**src/rtl/diffeng_pkg.sv**
```systemverilog
package diffeng_pkg;

   typedef enum logic [1:0] {
      PH_IDLE = 2'd0,
      PH_DIFF = 2'd1,
      PH_FUNC = 2'd2
   } step_phase_e;

endpackage

```
**src/rtl/bcd_digit_add.sv**
```systemverilog
module bcd_digit_add (
   input  logic [3:0] a_i,
   input  logic [3:0] b_i,
   input  logic       c_i,
   output logic [3:0] s_o,
   output logic       c_o
);
   logic [4:0] raw;
   logic [4:0] fixed;

   always_comb begin
      raw   = {1'b0, a_i} + {1'b0, b_i} + {4'd0, c_i};
      fixed = raw + 5'd6;
      c_o   = (raw > 5'd9);
      s_o   = c_o ? fixed[3:0] : raw[3:0];
   end
endmodule

```
**src/rtl/bcd_word_add.sv**
```systemverilog
module bcd_word_add #(
   parameter int DIGITS = 8,
   localparam int W = 4 * DIGITS
) (
   input  logic [W-1:0] a_i,
   input  logic [W-1:0] b_i,
   output logic [W-1:0] s_o,
   output logic         c_o
);
   logic [DIGITS:0] chain;

   assign chain[0] = 1'b0;

   for (genvar g = 0; g < DIGITS; g++) begin : g_digit
      bcd_digit_add u_dig (
         .a_i (a_i[4*g +: 4]),
         .b_i (b_i[4*g +: 4]),
         .c_i (chain[g]),
         .s_o (s_o[4*g +: 4]),
         .c_o (chain[g+1])
      );
   end

   assign c_o = chain[DIGITS];
endmodule

```
**src/rtl/diffeng_seq.sv**
```systemverilog
module diffeng_seq
   import diffeng_pkg::*;
(
   input  logic clk,
   input  logic rst_n,
   input  logic load_i,
   input  logic adv_i,
   output logic upd_diff_o,
   output logic upd_func_o
);
   step_phase_e phase_q;

   always_ff @(posedge clk or negedge rst_n) begin
      if (!rst_n) begin
         phase_q <= PH_IDLE;
      end else if (load_i) begin
         phase_q <= PH_IDLE;
      end else begin
         case (phase_q)
            PH_IDLE: if (adv_i) phase_q <= PH_DIFF;
            PH_DIFF: phase_q <= PH_FUNC;
            default: phase_q <= PH_IDLE;
         endcase
      end
   end

   assign upd_diff_o = (phase_q == PH_DIFF);
   assign upd_func_o = (phase_q == PH_FUNC);

   // once a step has started, it runs to completion without regard to adv_i
   assert_diff_then_func_R4: assert property (@(posedge clk) disable iff (!rst_n)
      (phase_q == PH_DIFF && !load_i) |=> (phase_q == PH_FUNC));
   assert_func_then_idle_R4: assert property (@(posedge clk) disable iff (!rst_n)
      (phase_q == PH_FUNC && !load_i) |=> (phase_q == PH_IDLE));
   assert_load_aborts_R2: assert property (@(posedge clk) disable iff (!rst_n)
      load_i |=> (phase_q == PH_IDLE));
endmodule

```
**src/rtl/diffeng_tabulator.sv**
```systemverilog
module diffeng_tabulator #(
   parameter int DIGITS = 8,
   parameter int IDX_W  = 16,
   localparam int W = 4 * DIGITS
) (
   input  logic             clk,
   input  logic             rst_n,
   input  logic             load_i,
   input  logic [W-1:0]     seed_f_i,
   input  logic [W-1:0]     seed_d1_i,
   input  logic [W-1:0]     seed_d2_i,
   input  logic             adv_i,
   output logic [W-1:0]     value_o,
   output logic [IDX_W-1:0] index_o,
   output logic             valid_o,
   output logic             ovf_o
);
   if (DIGITS < 1 || DIGITS > 16) begin : g_bad_digits
      $error("DIGITS must lie in 1..16");
   end
   if (IDX_W < 2 || IDX_W > 32) begin : g_bad_index
      $error("IDX_W must lie in 2..32");
   end

   logic [W-1:0]     f_q, d1_q, d2_q;
   logic [IDX_W-1:0] n_q;
   logic             valid_q, ovf_q;
   logic             upd_diff, upd_func;
   logic [W-1:0]     op_a, op_b, sum;
   logic             carry;

   diffeng_seq u_seq (
      .clk        (clk),
      .rst_n      (rst_n),
      .load_i     (load_i),
      .adv_i      (adv_i),
      .upd_diff_o (upd_diff),
      .upd_func_o (upd_func)
   );

   // the one shared adder: difference phase, then function phase
   always_comb begin
      op_a = upd_func ? f_q  : d1_q;
      op_b = upd_func ? d1_q : d2_q;
   end

   bcd_word_add #(.DIGITS(DIGITS)) u_add (
      .a_i (op_a),
      .b_i (op_b),
      .s_o (sum),
      .c_o (carry)
   );

   always_ff @(posedge clk or negedge rst_n) begin
      if (!rst_n) begin
         f_q     <= '0;
         d1_q    <= '0;
         d2_q    <= '0;
         n_q     <= '0;
         valid_q <= 1'b0;
         ovf_q   <= 1'b0;
      end else begin
         valid_q <= 1'b0;
         if (load_i) begin
            f_q   <= seed_f_i;
            d1_q  <= seed_d1_i;
            d2_q  <= seed_d2_i;
            n_q   <= '0;
            ovf_q <= 1'b0;
         end else begin
            if (upd_diff) begin
               d1_q <= sum;
               if (carry) ovf_q <= 1'b1;
            end
            if (upd_func) begin
               f_q     <= sum;
               n_q     <= n_q + 1'b1;
               valid_q <= 1'b1;
               if (carry) ovf_q <= 1'b1;
            end
         end
      end
   end

   assign value_o = f_q;
   assign index_o = n_q;
   assign valid_o = valid_q;
   assign ovf_o   = ovf_q;

   assert_valid_single_R3: assert property (@(posedge clk) disable iff (!rst_n)
      valid_o |=> !valid_o);
   assert_index_step_R8: assert property (@(posedge clk) disable iff (!rst_n)
      valid_o |-> (index_o == IDX_W'($past(index_o) + 1'b1)));
   assert_ovf_sticky_R7: assert property (@(posedge clk) disable iff (!rst_n)
      (ovf_o && !load_i) |=> ovf_o);
   assert_load_clears_R2: assert property (@(posedge clk) disable iff (!rst_n)
      load_i |=> (!ovf_o && index_o == '0 && !valid_o));
   assert_value_hold_R9: assert property (@(posedge clk) disable iff (!rst_n)
      !$stable(value_o) |-> (valid_o || $past(load_i)));
endmodule

```
**config.mk**
```make
export PLATFORM = sky130hd
export DESIGN_NAME = diffeng_tabulator
export DESIGN_NICKNAME = d
export VERILOG_FILES = /design/src/rtl/diffeng_pkg.sv /design/src/rtl/bcd_digit_add.sv /design/src/rtl/bcd_word_add.sv /design/src/rtl/diffeng_seq.sv /design/src/rtl/diffeng_tabulator.sv
export SDC_FILE = /design/constraint.sdc
export NUM_CORES = 1
export LEC_CHECK = 0
export BUFFER_PORTS_ARGS = -buffer_cell sky130_fd_sc_hd__clkbuf_2
export CORE_MARGIN = 3
export CORE_UTILIZATION = 35
export DETAILED_ROUTE_END_ITERATION = 12
export GPL_TIMING_DRIVEN = 0
export PLACE_DENSITY_LB_ADDON = 0.25
export SKIP_LAST_GASP = 1
export SYNTH_ARGS = -nofsm -noshare
export SYNTH_HDL_FRONTEND = slang
export SYNTH_SLANG_ARGS = --single-unit
```
**constraint.sdc**
```tcl
create_clock -name clk -period 19.28 [get_ports clk]
set_input_delay 0.964 -clock clk [delete_from_list [all_inputs] [get_ports clk]]
set_output_delay 0.964 -clock clk [all_outputs]
set_load 0.02 [all_outputs]
```
==> impl_metrics.toml <==
[status]
status = "finished, final reports clean"

[global_routing]
grtUsageTotal_pct = 22.5
grtUsageMet2_pct = 36.2
busiest_layer = "met2"
grt_overflow = 0
met1_usage_pct = 30.9
grt_first_pass_wirelength_mm = 41.1
antenna_found_initial = 0
grt_pass1_vias = 7130
grt_max_degree = 82
grtUsageMet3_pct = 4.14

[clock_network]
insertion_delay_ns = 0.42
cts_buffer_depth = 2
numCtsBuffers = 17
clockRootBuffer = "clkbuf_16"
cts.sinks = 116
cts_tree = "done"
ctsHtreeMaxLevel = 4
path_clk_slew_ns = 0.06

[final_layout]
finalNetCount = 1224
syn_to_final_growth_pct = 23.4
most-common-layout-cells = "nand2_1, clkbuf_2, dfrtp_1"
diodes = 0
drive_above_1_share_pct = 22.8
layout_commonest_cell = "nand2_1"
final_area_um2 = 9650

[pwr]
vdd_drop_max_v = 0.0000558
p_seq_share_pct = 22.1
p_sw_share_pct = 42.8
p_comb_share_pct = 54.1
p_total_mw = 1.44
clkPwrFrac_pct = 23.9
power.leakage_nw = 4.73
powerDensity_nw_per_um2 = 149
switchingPower_uw = 615
intPower_uw = 821

[setup_path]
crit_path_max_incr_delay_ns = 0.56
critPathRequiredTime_ns = 19.53
worst-path-buf-inv = 10
crit_type = "reg -> reg"
start_kind = "flop"
end_kind = "flop"
crit-reg2reg-launch = "u_seq.phase_q[0]"
cpMostUsedCell = "fa_1"
critPathArrivalTime_ns = 18.47
critPathSlowestCell = "fa_1"
path_delay_family = "adder cells"
startpoint = "u_seq.phase_q[0]"
crit_path_max_fanout = 10

[placement]
place_ws_ns = -0.376
dp_hpwl_mm = 19.8
port_buffers = 149
gp_congestion = 0.890
placed_area_um2 = 8950

[logic_synthesis]
synthFlopType = "dfrtp_1"
yosysWarnings = 0
synth_seq_area_share_pct = 37.1
synthArstFlopShare_pct = 100
synth_cell_types = 49
synth_nets = 1056
synthTopCellsByArea = "dfrtp_1, nand2_1, ha_1"
synth_top_area_share_pct = 37.1
netlist_area_um2 = 7820
avgSynthCellArea_um2 = 8.69
synth-seq-cells = 116
netlist_instances = 900
synth_edf_count = 0
synth_top_area_cell = "dfrtp_1"

[sta]
grt_setup_unrepaired = "no"
finalClockSkew_ns = 0.00769
tns_ns = 0
worst_pin_slew_ns = 0.916
finalSetupViolCount = 0
hold_viol_final = 0
period_share_pct = 94.5
relSlewSlack_pct = 38.9
slew_viol_final = 0
fin_crit_ns = 18.22
fmax_mhz = 54.9
worst_slack_ns = 1.06

[routing]
ant_nets = 0
avgViaCountPerCell = 5.33
drc_errors = 0
post_drt_wl_per_cell_um = 20.0
vias = 7251
drt_pass1_iterations = 5
routed_wl_mm = 27.2
drtIter0Drc = 520

[floorplan]
row_count = 54
dieWidth_um = 155
die_y_um = 155
core_area_um2 = 21900
initial_core_util_pct = 35.7
ioPinCount = 150
die_area_um2 = 24200

[min_path]
hold_path.class = "in -> async"

[job]
max-cap-violations = 0
registers in the layout, summed over array words and instances (netlist names):
name,count
d2_q,32
value_o,32
valid_o,1
d1_q,32
ovf_o,1
index_o,16
u_seq.phase_q,2
power groups by stage:
stage / Clock (mW) / Combinational (mW) / Sequential, mW
final: 0.343 / 0.776 / 0.317
after global routing: 0.358 / 0.865 / 0.322
after CTS: 0.348 / 0.761 / 0.316
after detailed placement: 0 / 0.754 / 0.320
after global placement: 0 / 0.745 / 0.320
after floorplan: 0 / 0.554 / 0.327
through the flow:
step           cells  hold WS (ns)  utilization [%]
5_1_grt         1361         0.456             44.1
3_5_place_dp    1330         0.497             40.9
2_1_floorplan    900         0.456                -
6_report        1361         0.442             44.1
3_3_place_gp    1329         0.481             40.7
4_1_cts         1362         0.444             43.8
routing by layer:
| layer | routed length [µm] | vias up |
|---|---|---|
| met5 | 0 | - |
| met4 | 687 | 0 |
| met3 | 1990 | 41 |
| met2 | 12600 | 300 |
| met1 | 11900 | 3460 |
| li1 | - | 3450 |
synthesized netlist by cell type, types with 2 or more instances:
cell type	instances
nand2b_1	10
inv_1	34
o21ai_0	64
nor2_1	74
xor2_1	17
a21o_1	7
and3_1	3
o21a_1	3
dfrtp_1	116
and2_1	11
a221o_1	3
a21oi_1	47
nand4_1	3
o311ai_0	4
mux2i_1	24
and3b_1	7
or4_1	2
a211o_1	8
o2111ai_1	10
buf_1	4
nor4_1	8
and2_0	3
nand3b_1	13
a41oi_4	4
clkbuf_1	41
ha_1	41
nand2_1	222
buf_2	4
or3_1	11
fa_1	15
a41oi_2	3
xnor2_1	13
mux2_2	32
o221ai_1	16
nand3_1	9
cell type report:
class | instances | area (µm²)
Inverter | 35 | 131
Multi-Input combinational cell | 700 | 4650
Sequential cell | 116 | 2900
Fill cell | 2241 | 12200
Tap cell | 280 | 350
Clock buffer | 19 | 453
Clock inverter | 13 | 181
Timing Repair Buffer | 150 | 782
Buffer | 48 | 200
what timing repair did:
item | in CTS | in global routing
endpoints found under the setup margin | 7 | 7
gates resized for setup | 6 | 16
cloned | 0 | 0
hold buffers | 0 | 0
setup buffers | 0 | 0
cells by family (layout without fill, tap and decap cells):
kind of cell / Yosys count / in the layout / synth area share (%)
AO/OA/AOI/OAI: 175 / 175 / 15.6
XOR/XNOR: 30 / 30 / 3.36
adder cells (fa/ha/maj): 56 / 56 / 10.4
buffers and inverters: 84 / 265 / 4.10
flip-flops: 116 / 116 / 37.1
multiplexers: 56 / 56 / 7.68
AND/OR/NAND/NOR: 383 / 383 / 21.7
path summary, 6_finish.rpt:
check	end	slack, ns	cells after the start
max	value_o[29]	1.06	63
min	index_o[11]	0.44	1
max reg2reg	value_o[29]	1.06	63
min reg2reg	d2_q[30]	0.51	1
max in group asynchronous	d1_q[9]	18.05	2
min in group clk	d2_q[30]	0.51	1
Note: power is estimated with default switching activity, not from simulation.
